<file path="src/rtl/cal_pkg.sv">
package cal_pkg;

    localparam int SEC_W  = 6;
    localparam int MIN_W  = 6;
    localparam int HR_W   = 5;
    localparam int DOW_W  = 3;
    localparam int DATE_W = 5;
    localparam int MON_W  = 4;
    localparam int YEAR_W = 8;
    localparam int ADDR_W = 3;
    localparam int DATA_W = 8;

    typedef struct packed {
        logic [YEAR_W-1:0] year;
        logic [MON_W-1:0]  mon;
        logic [DATE_W-1:0] date;
        logic [DOW_W-1:0]  dow;
        logic [HR_W-1:0]   hr;
        logic [MIN_W-1:0]  min;
        logic [SEC_W-1:0]  sec;
    } cal_t;

    typedef enum logic [1:0] {
        TRIM_NONE = 2'd0,
        TRIM_ADD  = 2'd1,
        TRIM_DROP = 2'd2
    } trim_cmd_e;

    typedef enum logic [ADDR_W-1:0] {
        FLD_SEC  = 3'd0,
        FLD_MIN  = 3'd1,
        FLD_HR   = 3'd2,
        FLD_DOW  = 3'd3,
        FLD_DATE = 3'd4,
        FLD_MON  = 3'd5,
        FLD_YEAR = 3'd6
    } fld_e;

    localparam cal_t CAL_RESET = '{year: '0, mon: 4'd1, date: 5'd1, dow: 3'd1,
                                   hr: '0, min: '0, sec: '0};

    function automatic logic [DATE_W-1:0] month_days(logic [MON_W-1:0] mon,
                                                     logic [YEAR_W-1:0] year);
        logic [DATE_W-1:0] d;
        case (mon)
            4'd2:                      d = (year[1:0] == 2'b00) ? 5'd29 : 5'd28;
            4'd4, 4'd6, 4'd9, 4'd11:   d = 5'd30;
            default:                   d = 5'd31;
        endcase
        return d;
    endfunction

    function automatic cal_t step_second(cal_t t);
        cal_t n;
        n = t;
        if (t.sec >= 6'd59) begin
            n.sec = '0;
            if (t.min >= 6'd59) begin
                n.min = '0;
                if (t.hr >= 5'd23) begin
                    n.hr  = '0;
                    n.dow = (t.dow >= 3'd7) ? 3'd1 : t.dow + 3'd1;
                    if (t.date >= month_days(t.mon, t.year)) begin
                        n.date = 5'd1;
                        if (t.mon >= 4'd12) begin
                            n.mon  = 4'd1;
                            n.year = t.year + 8'd1;
                        end else begin
                            n.mon = t.mon + 4'd1;
                        end
                    end else begin
                        n.date = t.date + 5'd1;
                    end
                end else begin
                    n.hr = t.hr + 5'd1;
                end
            end else begin
                n.min = t.min + 6'd1;
            end
        end else begin
            n.sec = t.sec + 6'd1;
        end
        return n;
    endfunction

endpackage

</file>
<file path="src/rtl/cal_trim.sv">
module cal_trim
    import cal_pkg::*;
#(
    parameter int BUSY_TICKS = 2
) (
    input  logic      clk,
    input  logic      rst,
    input  logic      tick,
    input  logic      trim_up,
    input  logic      trim_dn,
    output trim_cmd_e cmd,
    output logic      busy,
    output logic      err
);
    localparam int CNT_W = $clog2(BUSY_TICKS + 1);

    logic             up_q, dn_q;
    logic             up_rise, dn_rise;
    logic [CNT_W-1:0] win;

    assign up_rise = trim_up & ~up_q;
    assign dn_rise = trim_dn & ~dn_q;
    assign busy    = (cmd != TRIM_NONE) || (win != '0);

    always_ff @(posedge clk) begin
        if (rst) begin
            up_q <= 1'b0;
            dn_q <= 1'b0;
            cmd  <= TRIM_NONE;
            win  <= '0;
            err  <= 1'b0;
        end else begin
            up_q <= trim_up;
            dn_q <= trim_dn;
            if (tick) begin
                if (cmd != TRIM_NONE) begin
                    cmd <= TRIM_NONE;
                    win <= CNT_W'(BUSY_TICKS);
                end else if (win != '0) begin
                    win <= win - 1'b1;
                end
            end
            if (!busy) begin
                if (up_rise && dn_rise) begin
                    err <= 1'b1;
                end else if (up_rise) begin
                    cmd <= TRIM_ADD;
                    err <= 1'b0;
                end else if (dn_rise) begin
                    cmd <= TRIM_DROP;
                    err <= 1'b0;
                end
            end
        end
    end

    AST_BOTH_REFUSED: assert property (@(posedge clk) disable iff (rst)
        (up_rise && dn_rise && !busy) |=> (err && cmd == TRIM_NONE));

    AST_BUSY_DROPS: assert property (@(posedge clk) disable iff (rst)
        (busy && cmd == TRIM_NONE && (up_rise || dn_rise)) |=> (cmd == TRIM_NONE));

    AST_APPLY_OPENS_WINDOW: assert property (@(posedge clk) disable iff (rst)
        (tick && cmd != TRIM_NONE) |=> (cmd == TRIM_NONE && busy));

endmodule

</file>
<file path="src/rtl/cal_core.sv">
module cal_core
    import cal_pkg::*;
(
    input  logic              clk,
    input  logic              rst,
    input  logic              tick,
    input  trim_cmd_e         cmd,
    input  logic              wr_en,
    input  logic [ADDR_W-1:0] wr_addr,
    input  logic [DATA_W-1:0] wr_data,
    output cal_t              now
);
    cal_t cur, adv1, adv2, nxt;

    always_comb begin
        adv1 = step_second(cur);
        adv2 = step_second(adv1);
        nxt  = cur;
        if (tick) begin
            case (cmd)
                TRIM_DROP: nxt = cur;
                TRIM_ADD:  nxt = adv2;
                default:   nxt = adv1;
            endcase
        end
        if (wr_en) begin
            case (wr_addr)
                FLD_SEC:  nxt.sec  = wr_data[SEC_W-1:0];
                FLD_MIN:  nxt.min  = wr_data[MIN_W-1:0];
                FLD_HR:   nxt.hr   = wr_data[HR_W-1:0];
                FLD_DOW:  nxt.dow  = wr_data[DOW_W-1:0];
                FLD_DATE: nxt.date = wr_data[DATE_W-1:0];
                FLD_MON:  nxt.mon  = wr_data[MON_W-1:0];
                FLD_YEAR: nxt.year = wr_data[YEAR_W-1:0];
                default:  ;
            endcase
        end
    end

    always_ff @(posedge clk) begin
        if (rst) cur <= CAL_RESET;
        else     cur <= nxt;
    end

    assign now = cur;

    AST_SEC_STEP: assert property (@(posedge clk) disable iff (rst)
        (tick && !wr_en && cmd == TRIM_NONE && cur.sec < 6'd59)
        |=> (cur.sec == $past(cur.sec) + 6'd1 && cur.min == $past(cur.min)));

    AST_MIDNIGHT: assert property (@(posedge clk) disable iff (rst)
        (tick && !wr_en && cmd == TRIM_NONE && cur.hr == 5'd23 && cur.min == 6'd59 && cur.sec == 6'd59)
        |=> (cur.hr == '0 && cur.min == '0 && cur.sec == '0 && cur.dow != $past(cur.dow)));

    AST_DROP_HOLDS: assert property (@(posedge clk) disable iff (rst)
        (tick && !wr_en && cmd == TRIM_DROP) |=> $stable(cur));

    AST_ADD_TWO: assert property (@(posedge clk) disable iff (rst)
        (tick && !wr_en && cmd == TRIM_ADD && cur.sec < 6'd58)
        |=> (cur.sec == $past(cur.sec) + 6'd2));

endmodule

</file>
<file path="src/rtl/cal_clock.sv">
module cal_clock
    import cal_pkg::*;
(
    input  logic       clk,
    input  logic       rst,
    input  logic       tick_1hz,
    input  logic       wr_en,
    input  logic [2:0] wr_addr,
    input  logic [7:0] wr_data,
    input  logic [2:0] rd_addr,
    output logic [7:0] rd_data,
    input  logic       trim_up,
    input  logic       trim_dn,
    output logic       trim_busy,
    output logic       trim_err
);
    trim_cmd_e cmd;
    cal_t      now;

    cal_trim #(.BUSY_TICKS(2)) u_trim (
        .clk     (clk),
        .rst     (rst),
        .tick    (tick_1hz),
        .trim_up (trim_up),
        .trim_dn (trim_dn),
        .cmd     (cmd),
        .busy    (trim_busy),
        .err     (trim_err)
    );

    cal_core u_core (
        .clk     (clk),
        .rst     (rst),
        .tick    (tick_1hz),
        .cmd     (cmd),
        .wr_en   (wr_en),
        .wr_addr (wr_addr),
        .wr_data (wr_data),
        .now     (now)
    );

    always_comb begin
        case (rd_addr)
            FLD_SEC:  rd_data = DATA_W'(now.sec);
            FLD_MIN:  rd_data = DATA_W'(now.min);
            FLD_HR:   rd_data = DATA_W'(now.hr);
            FLD_DOW:  rd_data = DATA_W'(now.dow);
            FLD_DATE: rd_data = DATA_W'(now.date);
            FLD_MON:  rd_data = DATA_W'(now.mon);
            FLD_YEAR: rd_data = DATA_W'(now.year);
            default:  rd_data = '0;
        endcase
    end

    AST_RESET_STATE: assert property (@(posedge clk)
        rst |=> (now == CAL_RESET && !trim_busy && !trim_err));

endmodule

</file>
<file path="config.mk">
export PLATFORM = sky130hd
export DESIGN_NAME = cal_clock
export DESIGN_NICKNAME = d
export VERILOG_FILES = /design/src/rtl/cal_pkg.sv /design/src/rtl/cal_trim.sv /design/src/rtl/cal_core.sv /design/src/rtl/cal_clock.sv
export SDC_FILE = /design/constraint.sdc
export NUM_CORES = 1
export LEC_CHECK = 0
export ABC_AREA = 1
export BUFFER_PORTS_ARGS = -buffer_cell sky130_fd_sc_hd__clkbuf_2
export CAP_MARGIN = 5
export CORE_MARGIN = 4
export CORE_UTILIZATION = 44
export CTS_BUF_LIST = sky130_fd_sc_hd__clkbuf_16
export CTS_CLUSTER_DIAMETER = 50
export DETAILED_ROUTE_END_ITERATION = 10
export GPL_ROUTABILITY_DRIVEN = 0
export PLACE_DENSITY = 0.65
export SETUP_SLACK_MARGIN = 0.15
export SYNTH_ARGS = -nofsm -noshare
export SYNTH_HDL_FRONTEND = slang
export SYNTH_SLANG_ARGS = --single-unit
</file>
<file path="constraint.sdc">
create_clock -name clk -period 5.3 [get_ports clk]
set_input_delay 1.06 -clock clk [delete_from_list [all_inputs] [get_ports clk]]
set_output_delay 1.06 -clock clk [all_outputs]
set_load 0.05 [all_outputs]
</file>
### Word level (Yosys, flattened, before mapping)

Index checks and enable logic that the tools add are counted.

* flip-flop bits (word level): 44
* bits in latches: 0
* bits in writable memories: 0
* bits in read-only memories: 0
* input bits: 20
* output and inout port bits: 10
* logic and storage cells: 136
* memories: 0

* add/subtract/negate cells: 15
* multipliers: 0
* divide/modulo/power cells: 0
* $lt $le $gt $ge: 12
* equality and inequality tests: 24
* shifts and indexed selects: 0
* mux-type cells: 54
* bitwise logic cells: 5
* reductions and logical operators: 14

Operators by type and width (count)
* $mux W37: 2
* $pmux W37 S2: 1
* $mux W31: 2
* $mux W5: 12
* $pmux W8 S7: 1
* $mux W25: 2
* $mux W20: 2
* $mux W6: 6
* $add A6 B1 Y6 const B: 4
* $ge A6 B6 Y1 const B: 4
* $mux W12: 2
* $mux W8: 3
* $add A5 B1 Y5 const B: 4
* $pmux W5 S2: 2
* $eq A3 B3 Y1 const B: 6
* $add A8 B1 Y8 const B: 2
* $eq A4 B3 Y1 const B: 4
* $eq A4 B4 Y1 const B: 4
* $mux W2: 8
* $eq A3 B2 Y1 const B: 4
* $mux W4: 3
* $ge A5 B5 Y1: 2
* $ge A5 B5 Y1 const B: 2
* $mux W3: 3
* other kinds (20): 39

### Longest topological paths before layout

Gate-level depths: netlist of run 1.

* depth after elaboration: 26
* depth in mapped cells: 33
* mapped depth without buffers: 33

### By module

From an unflattened synthesis of run 1, not the netlist that was laid out.

* cells, all modules: 924
* area, all modules: 5479.0 µm²

Modules (own cells, without submodules)
* cal_core: instances 1, cells each 790, area each 4724.5 µm², sequential area each 740.7 µm²
* cal_clock: instances 1, cells each 86, area each 414.1 µm², sequential area each 0.0 µm²
* cal_trim: instances 1, cells each 48, area each 340.3 µm², sequential area each 140.1 µm²

### Worst setup path before layout of run 1

No wires, ideal clock.

* path type: register -> register
* start point: register u_core.cur (netlist bit u_core.now[25])
* end point: register u_core.cur (netlist bit u_core.now[26])
* library setup time: 122 ps
* arrival: 3922 ps
* data required time: 5178 ps
* path slack: 1256 ps
* cell stages (with the launch flop): 31
* path buffers: 0
* clock period less this slack: 4044 ps
* cells stage by stage: dfxtp_1 > inv_1 > ha_1 > o21ai_0 > a21oi_1 > a21oi_1 > ha_1 > o21ai_0 > a21oi_2 > nand2_4 > clkinv_2 > o21ai_0 > inv_1 > nor3_1 > nand2_1 > o21ai_0 > inv_1 > ha_1 > inv_1 > nand2_1 > a21oi_1 > nor3_4 > nand3_2 > nor2_4 > nand2_1 > nand2_1 > inv_1 > nand3_1 > nand2_1 > o211ai_1 > a21oi_1

* word-level cells in the longest chain between the ends: 26
* elaborated cells between the ends (all ways): 44
* those cells by class: 2 x add/sub; 4 x order compare; 10 x eq/ne; 25 x mux; 3 x reduce/logical

Ends and longest elaborated chain
* start: declaration: RTL line cal_core.sv:13 `cal_t cur, adv1, adv2, nxt;`
* start signal: assignment: RTL line cal_core.sv:42 `else cur <= nxt;`
* $eq A4 B3 Y1 / $eq A4 B4 Y1 (equally long branches): RTL line cal_pkg.sv:45 `case (mon)`
* $reduce_or A4 Y1: RTL line cal_pkg.sv:45
* $pmux W5 S2: RTL line cal_pkg.sv:45
* $mux W5: RTL line cal_pkg.sv:60 `if (t.hr >= 5'd23) begin`
* $mux W5: RTL line cal_pkg.sv:58 `if (t.min >= 6'd59) begin`
* $mux W5: RTL line cal_pkg.sv:56 `if (t.sec >= 6'd59) begin`
* $ge A5 B5 Y1: RTL line cal_pkg.sv:63 `if (t.date >= month_days(t.mon, t.year)) begin`
* $mux W12: RTL line cal_pkg.sv:63
* (+10 left out)
* $mux W12: RTL line cal_pkg.sv:63
* $mux W20: RTL line cal_pkg.sv:60
* $mux W25: RTL line cal_pkg.sv:58
* $mux W31: RTL line cal_pkg.sv:56
* $pmux W37 S2 *: RTL line cal_core.sv:20 `case (cmd)`
* $mux W37 *: RTL line cal_core.sv:19 `if (tick) begin`
* $mux W4: RTL line cal_core.sv:27 `case (wr_addr)`
* $mux W37 *: RTL line cal_core.sv:26 `if (wr_en) begin`

Every way passes the cells marked *; elsewhere a longest branch is shown, timed or not. The select of a mux whose other input is x is not followed.
A chain may end at the register's enable or synchronous reset.

### Final worst setup path of run 1

* start point: register u_core.cur (netlist bit u_core.now[26])
* end point: register u_core.cur (netlist bit u_core.now[26])

* word-level cells in the longest chain between the ends: 26
* elaborated cells between the ends (all ways): 44
* those cells by class: 2 x add/sub; 4 x order compare; 10 x eq/ne; 25 x mux; 3 x reduce/logical

Ends and longest elaborated chain (RTL line)
* $eq A4 B3 Y1 / $eq A4 B4 Y1 (equally long branches): cal_pkg.sv:45
* $reduce_or A4 Y1: cal_pkg.sv:45
* $pmux W5 S2: cal_pkg.sv:45
* $mux W5: cal_pkg.sv:60
* $mux W5: cal_pkg.sv:58
* $mux W5: cal_pkg.sv:56
* $ge A5 B5 Y1: cal_pkg.sv:63
* $mux W12: cal_pkg.sv:63
* (+10 left out)
* $mux W12: cal_pkg.sv:63
* $mux W20: cal_pkg.sv:60
* $mux W25: cal_pkg.sv:58
* $mux W31: cal_pkg.sv:56
* $pmux W37 S2: cal_core.sv:20
* $mux W37 *: cal_core.sv:19
* $mux W4: cal_core.sv:27
* $mux W37 *: cal_core.sv:26

Marked as above.

==> metrics.md, run 1 <==
| Metric | Value |
|---|---|
| Status | `complete, no violations` |
| Gr ovfl total | `0` |
| Worst-margin pin slew | `1.192 ns` |
| Routed vias | `5,859` |
| Final Skew | `0.01056 ns` |
| Maximum clock frequency | `0.2144 GHz` |
| CTS Sinks | `44` |
| Yosys reg bits | `44` |
| Share of the synthesized area in the top cell type | `17.75%` |
| Synth warnings | `0` |
| Final Worst Setup Slack | `0.6358 ns` |
| Initial Util | `45.39%` |
| Final worst path period need | `4.664 ns` |
| Share of layout cells above drive strength 1 | `10.67%` |
| Hold Crit Class | `reg2reg` |
| Fin nets | `872` |
| Max Slew Vio Count | `0` |
| CP Capture Type | `register` |
| # DRC | `0` |
| DRT met1 WL | `7.074 mm` |
| WL met3 | `1.416 mm` |
| Clock slew at reported path FFs | `0.07 ns` |
| TritonCTS Buffers | `5` |
| Hold buffer count at cts | `0` |
| Post-layout util | `48.97%` |
| Worst slack, placed | `0.6474 ns` |
| Pwr Total | `1.429 mW` |
| Post-synthesis sequential area ratio | `17.75%` |
| RSZ-0062 raised after global routing | `false` |
| Root Driver | `clkbuf_16` |
| Core ar. | `10,940 um^2` |
| Dpl hpwl | `12.49 mm` |
| Ys async rst share | `0%` |
| Worst setup SP type | `register` |
| CP Data Required Time | `5.49 ns` |
| Drt first pass iters | `5` |
| Largest net degree at the start of global routing | `47` |
| Syn Nets | `862` |
| Worst EP arrival | `4.85 ns` |
| First-pass GRT wire length | `27.83 mm` |
| Number of buffers added on ports | `29` |
| Iter 0 DRT Violations | `718` |
| Synth Instances | `814` |
| Register Area | `880.8 um^2` |
| Max_cap viols | `0` |
| Longest Clk Path Bufs | `2` |
| Post-CTS sizing | `0` |
| Buf/Inv on CP | `6` |
| Routed Antenna Nets | `0` |
| CTS tree | `built` |
| Main synth FF type | `dfxtp_1` |
| Layout area overhead | `7.890%` |
| Vias per cell | `6.072` |
| Initial antenna violation count | `0` |
| Overall die height | `114.2 um` |
| Setup TNS | `0 ns` |
| Critical path's top delay family | `simple AND/OR/NAND/NOR gates` |
| Post-synth cell types | `52` |
| Post-route non-filler standard cell count | `965` |
| Fin crit share | `88.00%` |
| Critical path's largest stage delay | `0.42 ns` |
| Highest metal used | `met4` |
| Crit path max-delay cell type | `dfxtp_1` |
| Static Leak | `2.209 nW` |
| Post-synth EDFFs | `0` |
| Diode count | `0` |
| Worst ir drop on vdd | `0.2440 mV` |
| Cell Area, Synth | `4964 um^2` |
| Die span in x | `114.2 um` |
| Total Wirelength | `17.04 mm` |
| # fillers | `1,143` |
| Final setup fails | `0` |
| I/O pins | `30` |
| GRT Total Usage | `26.38%` |
| Area of the multi-input gates | `3516 um^2` |
| Clock Latency Late Sink | `0.30 ns` |
| DP Cell Count | `957` |
| Post-CTS Setup Bufs | `0` |
| Final hold violation count | `0` |
| H-tree levels | `2` |
| CP max FO | `7` |
| Ranking of synthesized cells by area | `dfxtp_1 (18%), nand2_1 (11%), a21oi_1 (10%)` |
| Vias in the first global route | `5,472` |
| CP most frequent cell | `nand2_1` |
| DIE AREA | `13,040 um^2` |
| PD cells | `266.9 nW/um^2` |
| Row cnt | `38` |
| Max_slew headroom | `20.41%` |
| Mapped Avg Cell Area | `6.098 um^2` |
| Most area-hungry cell type in the Yosys netlist | `dfxtp_1` |
| Met2 routed WL | `7.993 mm` |
| WL/cell | `17.65 um` |
| Crit path kind | `reg2reg` |
## sequential cells by signal (all words and copies together) (netlist names)
signal	count
u_trim.cmd	2
u_trim.up_q	1
u_core.now	37
u_trim.win	2
u_trim.err	1
u_trim.dn_q	1
## per-stage QoR
step | hold WS [ns] | instance area, um^2
global route | 0.5352 | 5355
finish | 0.5012 | 5355
detailed placement | 0.4932 | 5179
floorplan | 0.4680 | 4964
CTS | 0.5028 | 5350
global placement | 0.4872 | 5179
## power by group
group | internal (mW) | leakage, nW | switching [mW]
logic | 0.186 | 1.77 | 0.428
clock network | 0.225 | 0.0804 | 0.151
registers | 0.377 | 0.361 | 0.0630
## area by class of cell
| class | instances | share of cell area (%) |
|---|---|---|
| clock inverters | 3 | 0.8645 |
| inverters | 120 | 8.435 |
| clock buffers | 5 | 2.336 |
| repair buffers | 31 | 2.991 |
| flip-flops and latches | 44 | 16.45 |
| well taps | 140 | 3.271 |
| multi-input cells | 622 | 65.65 |
## worst paths after layout
check / depth (start not counted) / slack [ns] / to / startpoint
worst min-delay path: 2 / 0.50 / u_trim.cmd[0] / u_trim.cmd[0]
worst max-delay path: 32 / 0.64 / u_core.now[26] / u_core.now[26]
worst min register to register: 2 / 0.50 / u_trim.cmd[0] / u_trim.cmd[0]
worst max register to register: 32 / 0.64 / u_core.now[26] / u_core.now[26]
## Yosys cell counts (2+ instances only)
master,number
o211ai_1,28
ha_1,28
nand3b_1,2
a21oi_1,102
nand2_4,2
dfxtp_1,44
nand2_1,139
nor2_4,7
nand3_1,52
xor2_1,4
nor2_1,56
inv_2,6
nand4_2,2
clkbuf_1,21
a211oi_1,2
a31oi_1,9
or2_1,2
nand3_2,10
o2111ai_1,2
a221oi_1,3
o221ai_1,10
inv_1,112
o22ai_1,7
o21ai_0,85
nor3_1,11
a21oi_2,2
nand4_1,15
nand2_2,4
nor2_2,7
buf_2,6
o21ai_1,13
## tightest hold or removal path, stage by stage, from the launching register on
cell	delay (ns)
dfxtp_1	0.32
o21ai_0	0.07
a21oi_1	0.06
## cells in the final DEF, fill, tap and decap left out, types with 3 or more instances in the layout
cell         n
nand4_1     15
nand3_1     52
a31oi_1      9
clkbuf_2    29
inv_1      112
nor2_4       7
ha_1        28
clkbuf_16    5
dfxtp_1     44
o22ai_1      7
a221oi_1     3
nor2_2       7
nor2_1      56
o21ai_0     83
nand2_2      4
nand2_1    139
inv_2        6
o221ai_1    10
nand3_2     10
o211ai_1    28
o21ai_1     15
xor2_1       4
nor3_1      11
a21oi_1    102
## layer usage
metal  vias up  GRT usage (%)
met2       286          45.32
met4         0          9.264
met1      2683          33.90
met3        52          3.383
li1       2838              -
met5         -              0
## cell families (layout without fill, tap and decap cells)
kind of cell | Yosys count | after routing | synth area share, %
simple gates | 317 | 317 | 31.33
buf+inv | 148 | 159 | 11.52
fa+ha+maj | 28 | 28 | 7.058
flops | 44 | 44 | 17.75
compound gates | 272 | 272 | 31.46
xor+xnor | 5 | 5 | 0.8822
Power figures use the tool's default switching activity.
==> inputs of run 2 (changes only) <==
CORE_UTILIZATION = 55   (was 44)
PLACE_DENSITY = 0.77   (was 0.65)
==> run 2 against run 1 <==
Net effect:
- sequential power barely moved
- setup slack worse by 0.020 ns
- non-clock buffer count unchanged
- core utilization grew 11 points
- final area fell by 1.3%
- via count increased by 1.9%
- largest cell class unchanged
- clock power decreased by 16%
- global-route usage increased by 5.5 points
- critical path depth is 2 lower
- largest power group unchanged
- combinational power rose by 1%
- die area fell by 19%
- clock-buffer cell count is the same
==> metrics.md, run 2 (same netlist as run 1, synthesis figures left out) <==
| Metric | Value |
|---|---|
| Status | `complete, no violations` |
| Max_slew headroom | `18.69% (-1.7 points)` |
| Overall die height | `103.0 um (-9.8%)` |
| Fin nets | `872 (unchanged)` |
| Comb power frac | `45.1% (+2.1 points)` |
| Initial Util | `56.64% (+11 points)` |
| Clock slew at reported path FFs | `0.06 ns (about the same)` |
| First-pass GRT wire length | `26.89 mm (-3.4%)` |
| Setup TNS | `0 ns (unchanged)` |
| CTS tree | `built` |
| GRT Total Usage | `31.88% (+5.5 points)` |
| Die span in x | `103.0 um (-9.8%)` |
| RSZ-0062 raised after global routing | `false` |
| Hold WS | `0.5108 ns (+0.009662 ns)` |
| DIE AREA | `10,610 um^2 (-19%)` |
| Total internal power | `736.3 uW (-6.6%)` |
| Clock Latency Late Sink | `0.29 ns (about the same)` |
| Flop pwr share | `32.1% (+1.3 points)` |
| Static Leak | `2.202 nW (-0.34%)` |
| Critical path's largest stage delay | `0.42 ns (about the same)` |
| Worst-margin pin slew | `1.218 ns (+0.02586 ns)` |
| Met3 usage | `6.089% (+2.7 points)` |
| Maximum clock frequency | `0.2135 GHz (-0.42%)` |
| Register Area | `880.8 um^2 (unchanged)` |
| Vias per cell | `6.400 (+5.4%)` |
| Dpl cell area | `5139 um^2 (-0.77%)` |
| CTS Sinks | `44 (unchanged)` |
| Sw frac | `46.41% (+1.5 points)` |
| Initial antenna violation count | `0 (unchanged)` |
| Final worst path period need | `4.684 ns (+0.01975 ns)` |
| Post-route cell area | `5285 um^2 (-1.3%)` |
| Fin crit share | `88.38% (+0.37 points)` |
| Final hold violation count | `0 (unchanged)` |
| PD cells | `260.0 nW/um^2 (-2.6%)` |
| CP max FO | `7 (unchanged)` |
| Met2 usage | `52.94% (+7.6 points)` |
| Hold Crit Class | `reg2reg` |
| Gr ovfl total | `0 (unchanged)` |
| Layout area overhead | `6.478%` |
| Final Skew | `0.004376 ns (-0.006184 ns)` |
| Net switching power | `637.6 uW (-0.56%)` |
| TritonCTS Buffers | `5 (unchanged)` |
| Most frequent cells in the layout | `nand2_1 (139), inv_1 (114), a21oi_1 (102)` |
| CP Capture Type | `register` |
| Largest register FFs | `37 (unchanged)` |
| Final setup fails | `0 (unchanged)` |
| # DRC | `0 (unchanged)` |
| Routed Antenna Nets | `0 (unchanged)` |
| Total Wirelength | `16.71 mm (-1.9%)` |
| Core ar. | `8763 um^2 (-20%)` |
| Crit path kind | `reg2reg` |
| Drt first pass iters | `7 (+2)` |
| Worst setup SP type | `register` |
| Share of layout cells above drive strength 1 | `10.42% (-0.24 points)` |
| Routed vias | `5,971 (+1.9%)` |
| H-tree levels | `2 (unchanged)` |
| Area of the multi-input gates | `3516 um^2 (unchanged)` |
| Leading cell type in the layout, fill and taps excluded | `nand2_1` |
| Diode count | `0 (unchanged)` |
| Root Driver | `clkbuf_16` |
| Largest net degree at the start of global routing | `47 (unchanged)` |
| Clock Power Share | `22.9% (-3.3 points)` |
| Dpl hpwl | `12.02 mm (-3.8%)` |
| Number of buffers added on ports | `29 (unchanged)` |
| Worst ir drop on vdd | `0.3099 mV (+27%)` |
| Final Worst Setup Slack | `0.6160 ns (-0.01975 ns)` |
| Row cnt | `34 (-11%)` |
| Hold buffer count at cts | `0 (unchanged)` |
| Crit path max-delay cell type | `dfxtp_1` |
| WL/cell | `17.91 um (+1.4%)` |
| Max_cap viols | `0 (unchanged)` |
| Worst slack, placed | `0.6002 ns (-0.04720 ns)` |
| Longest Clk Path Bufs | `2 (unchanged)` |
| Worst Reg-to-Reg Cells | `30 (-6.3%)` |
| Max Slew Vio Count | `0 (unchanged)` |
| CP Data Required Time | `5.47 ns (-0.02 ns)` |
| Worst EP arrival | `4.86 ns (about the same)` |
| Met1 Track Usage GR | `41.13% (+7.2 points)` |
| # fillers | `847 (-26%)` |
| WHS Path Cells | `2 (unchanged)` |
| I/O pins | `30 (unchanged)` |
| GRT Max-Usage Layer | `met2` |
| Vias in the first global route | `5,490 (+0.33%)` |
| Iter 0 DRT Violations | `780 (+8.6%)` |
run 2: critical path, delay by kind of cell (launching register included):
kind | cells | cell delay, ns
compound gates | 10 | 1.52
simple gates | 11 | 1.37
fa+ha+maj | 3 | 0.73
buf+inv | 6 | 0.52
flops | 1 | 0.42
run 2: cell type report:
cell class,instances,area share [%]
multi-input combinational,622,66.52
sequential,44,16.67
inverter,120,8.546
timing repair buffer,31,3.030
tap,108,2.557
clock buffer,5,2.367
clock inverter,3,0.3078
run 2: path summary, 6_finish.rpt:
kind             startpoint             end  slack (ns)
max          u_core.now[26]  u_core.now[26]        0.62
min           u_trim.cmd[1]   u_trim.cmd[1]        0.51
max reg2reg  u_core.now[26]  u_core.now[26]        0.62
min reg2reg   u_trim.cmd[1]   u_trim.cmd[1]        0.51
run 2: repair_timing:
action                                  CTS  global route
setup buffers                             0             0
gates resized for setup                   0             4
endpoints found under the setup margin    0            13
run 2: metrics by stage:
step           std cells  power (mW)  util [%]
2_1_floorplan        814      0.8789         -
3_3_place_gp         925       1.020     58.64
3_5_place_dp         925       1.042     58.64
4_1_cts              933       1.351     60.25
5_1_grt              933       1.453     60.31
6_report             933       1.374     60.31
run 2: power by group through the flow:
stage / registers, mW / logic, mW / clock network (mW)
2_1_floorplan: 0.429 / 0.450 / 0
3_3_place_gp: 0.441 / 0.578 / 0
3_5_place_dp: 0.444 / 0.597 / 0
4_1_cts: 0.437 / 0.600 / 0.315
5_1_grt: 0.445 / 0.679 / 0.329
6_report: 0.440 / 0.620 / 0.314
run 2: metal layers:
metal	wire (um)	part of all wire (%)
met4	488	2.9
met5	0	0
met3	1941	12
met2	7659	46
met1	6619	40
